==> config.mk <==
export PLATFORM = sky130hd
export DESIGN_NAME = dram_cmd_seq
export DESIGN_NICKNAME = d
export VERILOG_FILES = /design/src/rtl/dram_seq_pkg.sv /design/src/rtl/dram_bank_track.sv /design/src/rtl/dram_rd_pipe.sv /design/src/rtl/dram_cmd_pick.sv /design/src/rtl/dram_cmd_seq.sv
export SDC_FILE = /design/constraint.sdc
export NUM_CORES = 1
export LEC_CHECK = 0
export CAP_MARGIN = 10
export CORE_MARGIN = 3
export CORE_UTILIZATION = 56
export DETAILED_ROUTE_END_ITERATION = 10
export PLACE_DENSITY = 0.88
export SYNTH_ARGS = -nofsm -noshare
export SYNTH_HDL_FRONTEND = slang
export SYNTH_SLANG_ARGS = --single-unit
==> constraint.sdc <==
create_clock -name clk -period 3.6 [get_ports clk]
set_input_delay 0.54 -clock clk [delete_from_list [all_inputs] [get_ports clk]]
set_output_delay 0.54 -clock clk [all_outputs]
set_load 0.005 [all_outputs]
==> src/rtl/dram_seq_pkg.sv <==
package dram_seq_pkg;

  typedef enum logic [2:0] {
    CMD_NOP = 3'd0,
    CMD_ACT = 3'd1,
    CMD_RD  = 3'd2,
    CMD_WR  = 3'd3,
    CMD_PRE = 3'd4,
    CMD_REF = 3'd5
  } cmd_e;

  typedef struct packed {
    logic cs_n;
    logic act_n;
    logic ras_n;
    logic cas_n;
    logic we_n;
  } pins_t;

  // Active-low pin pattern for each command kind.
  function automatic pins_t encode_cmd(cmd_e c);
    pins_t p;
    p = pins_t'(5'b11111);
    case (c)
      CMD_ACT: begin p.cs_n = 1'b0; p.act_n = 1'b0; end
      CMD_RD:  begin p.cs_n = 1'b0; p.cas_n = 1'b0; end
      CMD_WR:  begin p.cs_n = 1'b0; p.cas_n = 1'b0; p.we_n = 1'b0; end
      CMD_PRE: begin p.cs_n = 1'b0; p.ras_n = 1'b0; p.we_n = 1'b0; end
      CMD_REF: begin p.cs_n = 1'b0; p.ras_n = 1'b0; p.cas_n = 1'b0; end
      default: p = pins_t'(5'b11111);
    endcase
    return p;
  endfunction

endpackage

==> src/rtl/dram_bank_track.sv <==
module dram_bank_track #(
  parameter int ROW_W = 14,
  parameter int T_W   = 4
) (
  input  logic             clk,
  input  logic             rst_n,
  input  logic             do_act,
  input  logic             do_pre,
  input  logic             do_acc,
  input  logic [ROW_W-1:0] act_row,
  input  logic [T_W-1:0]   cfg_trcd,
  input  logic [T_W-1:0]   cfg_trp,
  output logic             is_open,
  output logic [ROW_W-1:0] open_row,
  output logic             ready
);

  logic             open_q;
  logic [ROW_W-1:0] row_q;
  logic [T_W-1:0]   wait_q;

  // A delay of N cycles keeps the bank busy for N-1 further cycles.
  function automatic logic [T_W-1:0] busy_load(input logic [T_W-1:0] t);
    return (t == '0) ? '0 : t - 1'b1;
  endfunction

  always_ff @(posedge clk or negedge rst_n) begin
    if (!rst_n) begin
      open_q <= 1'b0;
      row_q  <= '0;
      wait_q <= '0;
    end else if (do_act) begin
      open_q <= 1'b1;
      row_q  <= act_row;
      wait_q <= busy_load(cfg_trcd);
    end else if (do_pre) begin
      open_q <= 1'b0;
      wait_q <= busy_load(cfg_trp);
    end else if (wait_q != '0) begin
      wait_q <= wait_q - 1'b1;
    end
  end

  assign is_open  = open_q;
  assign open_row = row_q;
  assign ready    = (wait_q == '0);

  AST_ACT_ON_CLOSED: assert property (@(posedge clk) disable iff (!rst_n) do_act |-> (!open_q && ready));
  AST_ACT_HOLDS_OFF: assert property (@(posedge clk) disable iff (!rst_n) (do_act && cfg_trcd > 1) |=> !ready);
  AST_PRE_ON_OPEN: assert property (@(posedge clk) disable iff (!rst_n) do_pre |-> (open_q && ready));
  AST_PRE_HOLDS_OFF: assert property (@(posedge clk) disable iff (!rst_n) (do_pre && cfg_trp > 1) |=> !ready);
  AST_ACC_ON_OPEN: assert property (@(posedge clk) disable iff (!rst_n) do_acc |-> (open_q && ready));

endmodule

==> src/rtl/dram_rd_pipe.sv <==
module dram_rd_pipe #(
  parameter int MAX_CL = 8,
  parameter int CL_W   = 4
) (
  input  logic            clk,
  input  logic            rst_n,
  input  logic            rd_issue,
  input  logic [CL_W-1:0] cfg_cl,
  output logic            rd_valid
);

  logic [MAX_CL:0] pipe_q;

  // Stage 0 lines up with READ on the pins; stage CL is the data cycle.
  function automatic logic [CL_W-1:0] tap_of(input logic [CL_W-1:0] cl);
    if (cl == '0) return CL_W'(1);
    if (cl > CL_W'(MAX_CL)) return CL_W'(MAX_CL);
    return cl;
  endfunction

  always_ff @(posedge clk or negedge rst_n) begin
    if (!rst_n) pipe_q <= '0;
    else        pipe_q <= {pipe_q[MAX_CL-1:0], rd_issue};
  end

  assign rd_valid = pipe_q[tap_of(cfg_cl)];

  AST_CL1_SOURCE: assert property (@(posedge clk) disable iff (!rst_n) (cfg_cl == CL_W'(1) && rd_valid) |-> $past(rd_issue, 2));

endmodule

==> src/rtl/dram_cmd_pick.sv <==
module dram_cmd_pick
  import dram_seq_pkg::*;
#(
  parameter int NUM_BANKS = 4,
  parameter int ROW_W     = 14,
  parameter int BANK_W    = 2
) (
  input  logic                            en,
  input  logic                            req_valid,
  input  logic                            req_write,
  input  logic [BANK_W-1:0]               req_bank,
  input  logic [ROW_W-1:0]                req_row,
  input  logic                            ref_pending,
  input  logic                            ref_done,
  input  logic [NUM_BANKS-1:0]            bank_open,
  input  logic [NUM_BANKS-1:0]            bank_ready,
  input  logic [NUM_BANKS-1:0][ROW_W-1:0] open_rows,
  output cmd_e                            cmd,
  output logic [BANK_W-1:0]               cmd_bank,
  output logic                            take_req,
  output logic                            take_ref
);

  logic              any_open;
  logic              all_ready;
  logic              close_hit;
  logic [BANK_W-1:0] close_bank;

  assign any_open  = |bank_open;
  assign all_ready = &bank_ready;

  // Lowest-numbered bank that is open and free to be precharged.
  always_comb begin
    close_hit  = 1'b0;
    close_bank = '0;
    for (int i = NUM_BANKS - 1; i >= 0; i--) begin
      if (bank_open[i] && bank_ready[i]) begin
        close_hit  = 1'b1;
        close_bank = BANK_W'(i);
      end
    end
  end

  always_comb begin
    cmd      = CMD_NOP;
    cmd_bank = '0;
    take_req = 1'b0;
    take_ref = 1'b0;
    if (en) begin
      if (ref_pending) begin
        if (close_hit) begin
          cmd      = CMD_PRE;
          cmd_bank = close_bank;
        end else if (!any_open && all_ready && !ref_done) begin
          cmd      = CMD_REF;
          take_ref = 1'b1;
        end
      end else if (req_valid && bank_ready[req_bank]) begin
        cmd_bank = req_bank;
        if (!bank_open[req_bank]) begin
          cmd = CMD_ACT;
        end else if (open_rows[req_bank] == req_row) begin
          cmd      = req_write ? CMD_WR : CMD_RD;
          take_req = 1'b1;
        end else begin
          cmd = CMD_PRE;
        end
      end
    end
  end

endmodule

==> src/rtl/dram_cmd_seq.sv <==
module dram_cmd_seq
  import dram_seq_pkg::*;
#(
  parameter int NUM_BANKS = 4,
  parameter int ROW_W     = 14,
  parameter int COL_W     = 10,
  parameter int T_W       = 4,
  parameter int MAX_CL    = 8,
  localparam int BANK_W   = $clog2(NUM_BANKS),
  localparam int ADDR_W   = (ROW_W > COL_W) ? ROW_W : COL_W,
  localparam int CL_W     = $clog2(MAX_CL + 1)
) (
  input  logic              clk,
  input  logic              rst_n,
  input  logic              req_valid,
  input  logic              req_write,
  input  logic [BANK_W-1:0] req_bank,
  input  logic [ROW_W-1:0]  req_row,
  input  logic [COL_W-1:0]  req_col,
  output logic              req_ready,
  input  logic [T_W-1:0]    cfg_trcd,
  input  logic [T_W-1:0]    cfg_trp,
  input  logic [CL_W-1:0]   cfg_cl,
  input  logic              ref_pending,
  output logic              ref_grant,
  output logic              dram_cke,
  output logic              dram_cs_n,
  output logic              dram_act_n,
  output logic              dram_ras_n,
  output logic              dram_cas_n,
  output logic              dram_we_n,
  output logic [BANK_W-1:0] dram_bank,
  output logic [ADDR_W-1:0] dram_addr,
  output logic              rd_valid
);

  // Named internal events
  cmd_e                            pick_cmd;
  logic [BANK_W-1:0]               pick_bank;
  logic                            pick_take;
  logic                            pick_ref;
  logic [NUM_BANKS-1:0]            trk_open;
  logic [NUM_BANKS-1:0]            trk_ready;
  logic [NUM_BANKS-1:0][ROW_W-1:0] trk_row;
  logic [NUM_BANKS-1:0]            evt_act;
  logic [NUM_BANKS-1:0]            evt_pre;
  logic [NUM_BANKS-1:0]            evt_acc;
  logic                            evt_rd;

  // Registered pin state
  logic              cke_q;
  logic              ref_done_q;
  logic              ref_grant_q;
  pins_t             pins_q;
  logic [BANK_W-1:0] bank_q;
  logic [ADDR_W-1:0] addr_q;

  function automatic logic [ADDR_W-1:0] addr_for(input cmd_e c,
                                                 input logic [ROW_W-1:0] r,
                                                 input logic [COL_W-1:0] k);
    case (c)
      CMD_ACT:        return ADDR_W'(r);
      CMD_RD, CMD_WR: return ADDR_W'(k);
      default:        return '0;
    endcase
  endfunction

  dram_cmd_pick #(
    .NUM_BANKS(NUM_BANKS),
    .ROW_W    (ROW_W),
    .BANK_W   (BANK_W)
  ) u_pick (
    .en         (cke_q),
    .req_valid  (req_valid),
    .req_write  (req_write),
    .req_bank   (req_bank),
    .req_row    (req_row),
    .ref_pending(ref_pending),
    .ref_done   (ref_done_q),
    .bank_open  (trk_open),
    .bank_ready (trk_ready),
    .open_rows  (trk_row),
    .cmd        (pick_cmd),
    .cmd_bank   (pick_bank),
    .take_req   (pick_take),
    .take_ref   (pick_ref)
  );

  generate
    for (genvar g = 0; g < NUM_BANKS; g++) begin : g_bank
      assign evt_act[g] = (pick_cmd == CMD_ACT) && (pick_bank == BANK_W'(g));
      assign evt_pre[g] = (pick_cmd == CMD_PRE) && (pick_bank == BANK_W'(g));
      assign evt_acc[g] = ((pick_cmd == CMD_RD) || (pick_cmd == CMD_WR)) && (pick_bank == BANK_W'(g));

      dram_bank_track #(
        .ROW_W(ROW_W),
        .T_W  (T_W)
      ) u_trk (
        .clk     (clk),
        .rst_n   (rst_n),
        .do_act  (evt_act[g]),
        .do_pre  (evt_pre[g]),
        .do_acc  (evt_acc[g]),
        .act_row (req_row),
        .cfg_trcd(cfg_trcd),
        .cfg_trp (cfg_trp),
        .is_open (trk_open[g]),
        .open_row(trk_row[g]),
        .ready   (trk_ready[g])
      );
    end
  endgenerate

  assign evt_rd = (pick_cmd == CMD_RD);

  dram_rd_pipe #(
    .MAX_CL(MAX_CL),
    .CL_W  (CL_W)
  ) u_rdp (
    .clk     (clk),
    .rst_n   (rst_n),
    .rd_issue(evt_rd),
    .cfg_cl  (cfg_cl),
    .rd_valid(rd_valid)
  );

  always_ff @(posedge clk or negedge rst_n) begin
    if (!rst_n) begin
      cke_q       <= 1'b0;
      ref_done_q  <= 1'b0;
      ref_grant_q <= 1'b0;
      pins_q      <= encode_cmd(CMD_NOP);
      bank_q      <= '0;
      addr_q      <= '0;
    end else begin
      cke_q       <= 1'b1;
      ref_done_q  <= ref_pending && (ref_done_q || pick_ref);
      ref_grant_q <= pick_ref;
      pins_q      <= encode_cmd(pick_cmd);
      bank_q      <= pick_bank;
      addr_q      <= addr_for(pick_cmd, req_row, req_col);
    end
  end

  assign req_ready  = pick_take;
  assign ref_grant  = ref_grant_q;
  assign dram_cke   = cke_q;
  assign dram_cs_n  = pins_q.cs_n;
  assign dram_act_n = pins_q.act_n;
  assign dram_ras_n = pins_q.ras_n;
  assign dram_cas_n = pins_q.cas_n;
  assign dram_we_n  = pins_q.we_n;
  assign dram_bank  = bank_q;
  assign dram_addr  = addr_q;

  AST_CKE_UP: assert property (@(posedge clk) disable iff (!rst_n) rst_n |=> dram_cke);
  AST_CS_QUIET: assert property (@(posedge clk) disable iff (!rst_n) dram_cs_n |-> (dram_act_n && dram_ras_n && dram_cas_n && dram_we_n));
  AST_ONE_BANK_EVT: assert property (@(posedge clk) disable iff (!rst_n) $countones({evt_act, evt_pre, evt_acc}) <= 1);
  AST_NO_ACT_IN_REF: assert property (@(posedge clk) disable iff (!rst_n) ref_pending |-> (evt_act == '0));
  AST_NO_GRANT_IN_REF: assert property (@(posedge clk) disable iff (!rst_n) ref_pending |-> !req_ready);
  AST_REF_ALL_CLOSED: assert property (@(posedge clk) disable iff (!rst_n) pick_ref |-> (trk_open == '0 && (&trk_ready)));
  AST_REF_ONCE: assert property (@(posedge clk) disable iff (!rst_n) ref_grant |=> !ref_grant);

endmodule

## Word-level counts from Yosys, hierarchy flattened

Index checks and enable logic that the tools add are counted.

- Logic and storage cells: 159
- Bits in registers: 109
- Output and inout port bits: 25
- Input bits: 43

- Multiplexer cells: 72
- Order comparisons: 3
- Reduce and logical (&&, ||, !) cells: 46
- Add/sub/neg operators: 6
- Eq/ne operators: 9

Operator list:

| kind | count |
|---|---|
| $mux W4 | 18 |
| $mux W1 | 33 |
| $bmux W14 S2 | 1 |
| $logic_not A4 Y1 | 7 |
| $pmux W14 S2 | 1 |
| $sub A4 B1 Y4 const B | 6 |
| $mux W3 | 7 |
| $logic_and A1 B1 Y1 | 16 |
| $mux W2 | 8 |
| $reduce_bool A4 Y1 | 4 |
| $eq A14 B14 Y1 | 1 |
| $mux W14 | 1 |
| $reduce_bool A3 Y1 | 4 |
| $reduce_bool A2 Y1 | 4 |
| $eq A3 B2 Y1 const B | 2 |
| $eq A3 B3 Y1 const B | 2 |
| $reduce_or A2 Y1 | 3 |
| $lt A4 B5 Y1 const B | 1 |
| $reduce_or A5 Y1 | 1 |
| $bmux W1 S2 | 2 |
| $bmux W1 S4 | 1 |
| $eq A2 B2 Y1 const B | 2 |
| $gt A4 B4 Y1 const B | 1 |
| $reduce_and A4 Y1 | 1 |
| other kinds (8) | 9 |

## Logic depth before layout (Yosys ltp)

- Word-level depth: 13
- Depth in mapped cells: 11
- Gate-level depth less buffers: 10

## By module

A second synthesis with hierarchy kept.

- Cell total of the unflattened synthesis: 467
- Area total of the unflattened synthesis: 5718.0 um^2

By module, submodules not included:

| module | instances | sequential area each (um^2) | cells each | area an instance (um^2) |
|---|---|---|---|---|
| dram_bank_track (g_bank[0].u_trk ...) | 3 | 475.5 | 78 | 932.1 |
| dram_cmd_seq | 1 | 606.8 | 75 | 949.7 |
| dram_bank_track (g_bank[3].u_trk) | 1 | 475.5 | 79 | 925.9 |
| dram_cmd_pick | 1 | 0.0 | 65 | 753.2 |
| dram_rd_pipe | 1 | 225.2 | 14 | 292.8 |

## Worst setup path before layout

No wires, ideal clock.

- Kind: input-to-output
- Start point: input req_bank[0]
- End point: output req_ready
- Data arrival time: 2.381 ns
- Data required time: 3.060 ns
- Slack: 0.679 ns
- Buffers on the path: 3
- Cell stages on the path: 8
- Path through: buf_6 -> mux4_2 -> xnor2_2 -> nand4_2 -> nor4_4 -> and3_1 -> buf_4 -> buf_4

- Cells in the longest elaborated chain, start to end: 8
- Elaborated cells between the ends (all ways): 13
- Those cells by class: eq/ne: 1; mux: 11; reduce/logical: 1

Ends and longest elaborated chain:

| element | line | text |
|---|---|---|
| start: declaration | dram_cmd_seq.sv:17 | `input logic [BANK_W-1:0] req_bank,` |
| $bmux W14 S2 | dram_cmd_pick.sv:62 | `end else if (open_rows[req_bank] == req_row) begin` |
| $mux W14 (implied by the code) | dram_cmd_pick.sv:62 |  |
| $eq A14 B14 Y1 | dram_cmd_pick.sv:62 |  |
| $mux W1 | dram_cmd_pick.sv:62 |  |
| $mux W1 | dram_cmd_pick.sv:60 | `if (!bank_open[req_bank]) begin` |
| $mux W1 * | dram_cmd_pick.sv:58 | `end else if (req_valid && bank_ready[req_bank]) begin` |
| $mux W1 * | dram_cmd_pick.sv:50 | `if (ref_pending) begin` |
| $mux W1 * | dram_cmd_pick.sv:49 | `if (en) begin` |
| end: declaration | dram_cmd_seq.sv:20 | `output logic req_ready,` |

Mark *: on every way between the ends. The rest lies on a longest branch, timed or not. The select of a mux whose other input is x is not followed.

## Final worst setup path

- Start point: input req_bank[1]
- End point: output req_ready

The elaborated chain is that of the path after synthesis.

==> metrics.md <==
| Metric | Value |
|---|---|
| Final setup fails | `0` |
| Final hold violation count | `0` |
| Vias in the first global route | `4,321` |
| Worst Path Max Fanout | `20` |
| Vias per inst | `5.93` |
| CP Data Arrival Time | `2.70 ns` |
| P&R area growth vs syn | `23.8%` |
| Worst vdd ir | `0.000313 V` |
| Die Area | `10,800 sq um` |
| Post-synth cell types | `70` |
| I/O pin count | `68` |
| Clock Sinks | `109` |
| Worst-Skew Late Latency | `0.38 ns` |
| Post-synthesis async set-or-reset flop share | `100%` |
| Post-DP HPWL | `9.43 mm` |
| Yosys warning count | `0` |
| Number of synthesized register bits | `109` |
| Post-synthesis sequential area ratio | `50.7%` |
| Routability cong. | `0.902` |
| DIE HEIGHT | `104 um` |
| Post-Syn Area | `5400 sq um` |
| Ys flop type | `dfrtp_1` |
| Overall die width | `104 um` |
| Startpoint types | `input port` |
| Antenna diodes | `0` |
| RSZ-0062 raised after global routing | `no` |
| Post-synthesis net count | `528` |
| DRT iter0 DRCs | `255` |
| Post-DP Area | `6360 sq um` |
| Layout Skew | `0.0138 ns` |
| CORE AREA | `9280 sq um` |
| Worst Path Required | `3.06 ns` |
| Critical path's top delay family | `buffers and inverters` |
| Largest net degree at the start of global routing | `59` |
| Max cap viols | `0` |
| Slew @ Worst Pin | `0.720 ns` |
| Worst slew margin | `52.0%` |
| Slowest cell delay on critical path | `0.50 ns` |
| Leak Pwr | `3.08 nW` |
| Initial antenna violation count | `0` |
| Syn avg cell area | `11.3 sq um` |
| Status | `finished clean` |
| Antenna viol nets, final | `0` |
| Crit-path cells | `clkdlybuf4s50_1 > buf_12 > mux4_2 > xnor2_2 > nand4_2 > nor4_4 > and3_4 > dlymetal6s2s_1` |
| Port bufs | `67` |
| Crit-path slowest cell | `clkdlybuf4s50_1` |
| Layout cells sized above 1 | `19.6%` |
| Post-Synthesis Cells | `477` |
| Hold slack | `0.207 ns` |
| Kind of critical path | `input port to output port` |
| Htree depth | `3` |
| Fin area | `6680 sq um` |
| CTS Buf Count | `9` |
| Tot Pwr | `3.41 mW` |
| Fillers | `647` |
| Max-slew violation count | `0` |
| FP Rows | `35` |
| Worst hold path class | `input port to async pin` |
| Initial core utilization | `58.1%` |
| Worst Setup End Kind | `output port` |
| Total GRT Usage | `24.8%` |
| Period utilisation layout | `89.9%` |
| Root buffer cell | `clkbuf_8` |
| Max Freq | `0.309 GHz` |
| Average routed wire per standard cell | `19.0 um` |
| P per Cell Area | `510 nW/um^2` |
| Total vias in the final route | `4,160` |
| Nets | `619` |
| Drt first pass iters | `5` |
| WL final | `13.3 mm` |
| CTS tree | `built` |
| Worst-path clk slew | `0.10 ns` |
| Global route overflow | `0` |
| CP bufs+invs | `3` |
| # DRC | `0` |
| Fin crit period | `3.24 ns` |
| Post-synth EDFFs | `0` |
| Clock Tree Buf Depth | `2` |
| Global-route wire length before repair | `21.6 mm` |
worst paths after layout:
path | from | endpoint | slack, ns | depth (start not counted)
setup reg to reg | g_bank[2].u_trk.wait_q[0] | g_bank[1].u_trk.wait_q[1] | 0.62 | 10
setup / recovery | req_bank[1] | req_ready | 0.36 | 8
min in group clk | u_rdp.pipe_q[0] | u_rdp.pipe_q[1] | 0.37 | 0
hold reg to reg | u_rdp.pipe_q[0] | u_rdp.pipe_q[1] | 0.37 | 0
hold / removal | rst_n | u_rdp.pipe_q[8] | 0.21 | 1
max in group asynchronous | rst_n | g_bank[1].u_trk.open_row[1] | 2.50 | 2
layer usage:
layer | GRT usage (%) | part of all wire (%) | vias to the layer above
li1 | - | - | 1869
met3 | 5.28 | 6.8 | 25
met2 | 42.6 | 51 | 171
met5 | 0 | 0 | -
met1 | 31.9 | 40 | 2095
met4 | 7.60 | 1.8 | 0
sequential cells by signal, indices dropped and copies added, names as in the netlist:
name                   cells
u_rdp.pipe_q               9
dram_bank                  2
dram_cs_n                  1
dram_cke                   1
dram_ras_n                 1
dram_we_n                  1
dram_cas_n                 1
g_bank.u_trk.open_row     56
dram_act_n                 1
g_bank.u_trk.wait_q       16
g_bank.u_trk.is_open       4
ref_done_q                 1
dram_addr                 14
ref_grant                  1
final cells by class:
type                       instances  area (sq um)  share of cell area (%)
multi-input combinational        337          2570                    38.5
timing repair buffer              98           956                    14.3
clock buffer                       9           124                    1.85
sequential                       109          2730                    40.9
inverter                          13          48.8                   0.730
tap                              129           161                    2.42
clock inverter                     6          82.6                    1.24
logic make-up after synthesis:
logic type	Yosys count	synth area share, %
AOI/OAI and AO/OA	71	10.5
xor gates and xnor gates	24	4.17
adders and majority gates	8	1.86
buffers and inverters	31	2.69
DFF	109	50.7
muxes	47	13.1
other	1	0.0695
and+or+nand+nor	186	17.0
what timing repair did:
item                       4_1_cts  5_1_grt
cloned                           0        0
hold buffers                     0        0
pin swaps                        4        4
setup buffers                    4        4
resized for setup                2        8
setup endpoints to repair        1        1
cell usage in the layout (no fill, tap or decap), types with 6 or more instances in the layout:
cell type          n
nand2_1          109
dfrtp_1          104
clkdlybuf4s50_1   64
buf_4             27
nor2_1            22
mux4_2            16
mux2_2            14
mux2_1            14
inv_1             12
xnor2_1           12
a22o_1            11
nor3_1             9
clkbuf_8           9
xnor2_2            8
and2_1             8
ha_1               8
o21ai_0            7
a21oi_1            7
a211oi_1           6
a21o_1             6
where the power goes:
part / internal [mW] / switching [mW]
sequential: 1.44 / 0.163
clock: 0.332 / 0.436
combinational: 0.555 / 0.482
metrics by stage:
stage	TNS (ns)	setup WS (ns)	util (%)	cells
after floorplan	0	0.679	-	477
after global placement	-0.123	-0.123	68.5	678
after detailed placement	-0.153	-0.153	68.5	678
after CTS	0	0.0420	71.1	697
after global routing	0	0.290	72.0	701
final	0	0.365	72.0	701
Yosys cell counts, types with 5 or more instances:
| cell | instances | share of area, % |
|---|---|---|
| nand2_1 | 109 | 7.6 |
| dfrtp_1 | 104 | 48 |
| nor2_1 | 22 | 1.5 |
| xnor2_1 | 18 | 2.9 |
| mux4_2 | 16 | 6.7 |
| mux2_1 | 14 | 2.9 |
| mux2_2 | 14 | 2.9 |
| inv_1 | 12 | 0.83 |
| a22o_1 | 11 | 1.8 |
| nor3_1 | 9 | 0.83 |
| and2_1 | 8 | 0.93 |
| clkbuf_1 | 8 | 0.56 |
| ha_1 | 8 | 1.9 |
| a21oi_1 | 7 | 0.65 |
| o21ai_0 | 7 | 0.65 |
| a211oi_1 | 6 | 0.83 |
| a21o_1 | 6 | 0.83 |
| buf_2 | 5 | 0.46 |
| dfstp_2 | 5 | 2.4 |
No activity file was read; power rests on OpenSTA's default activity.
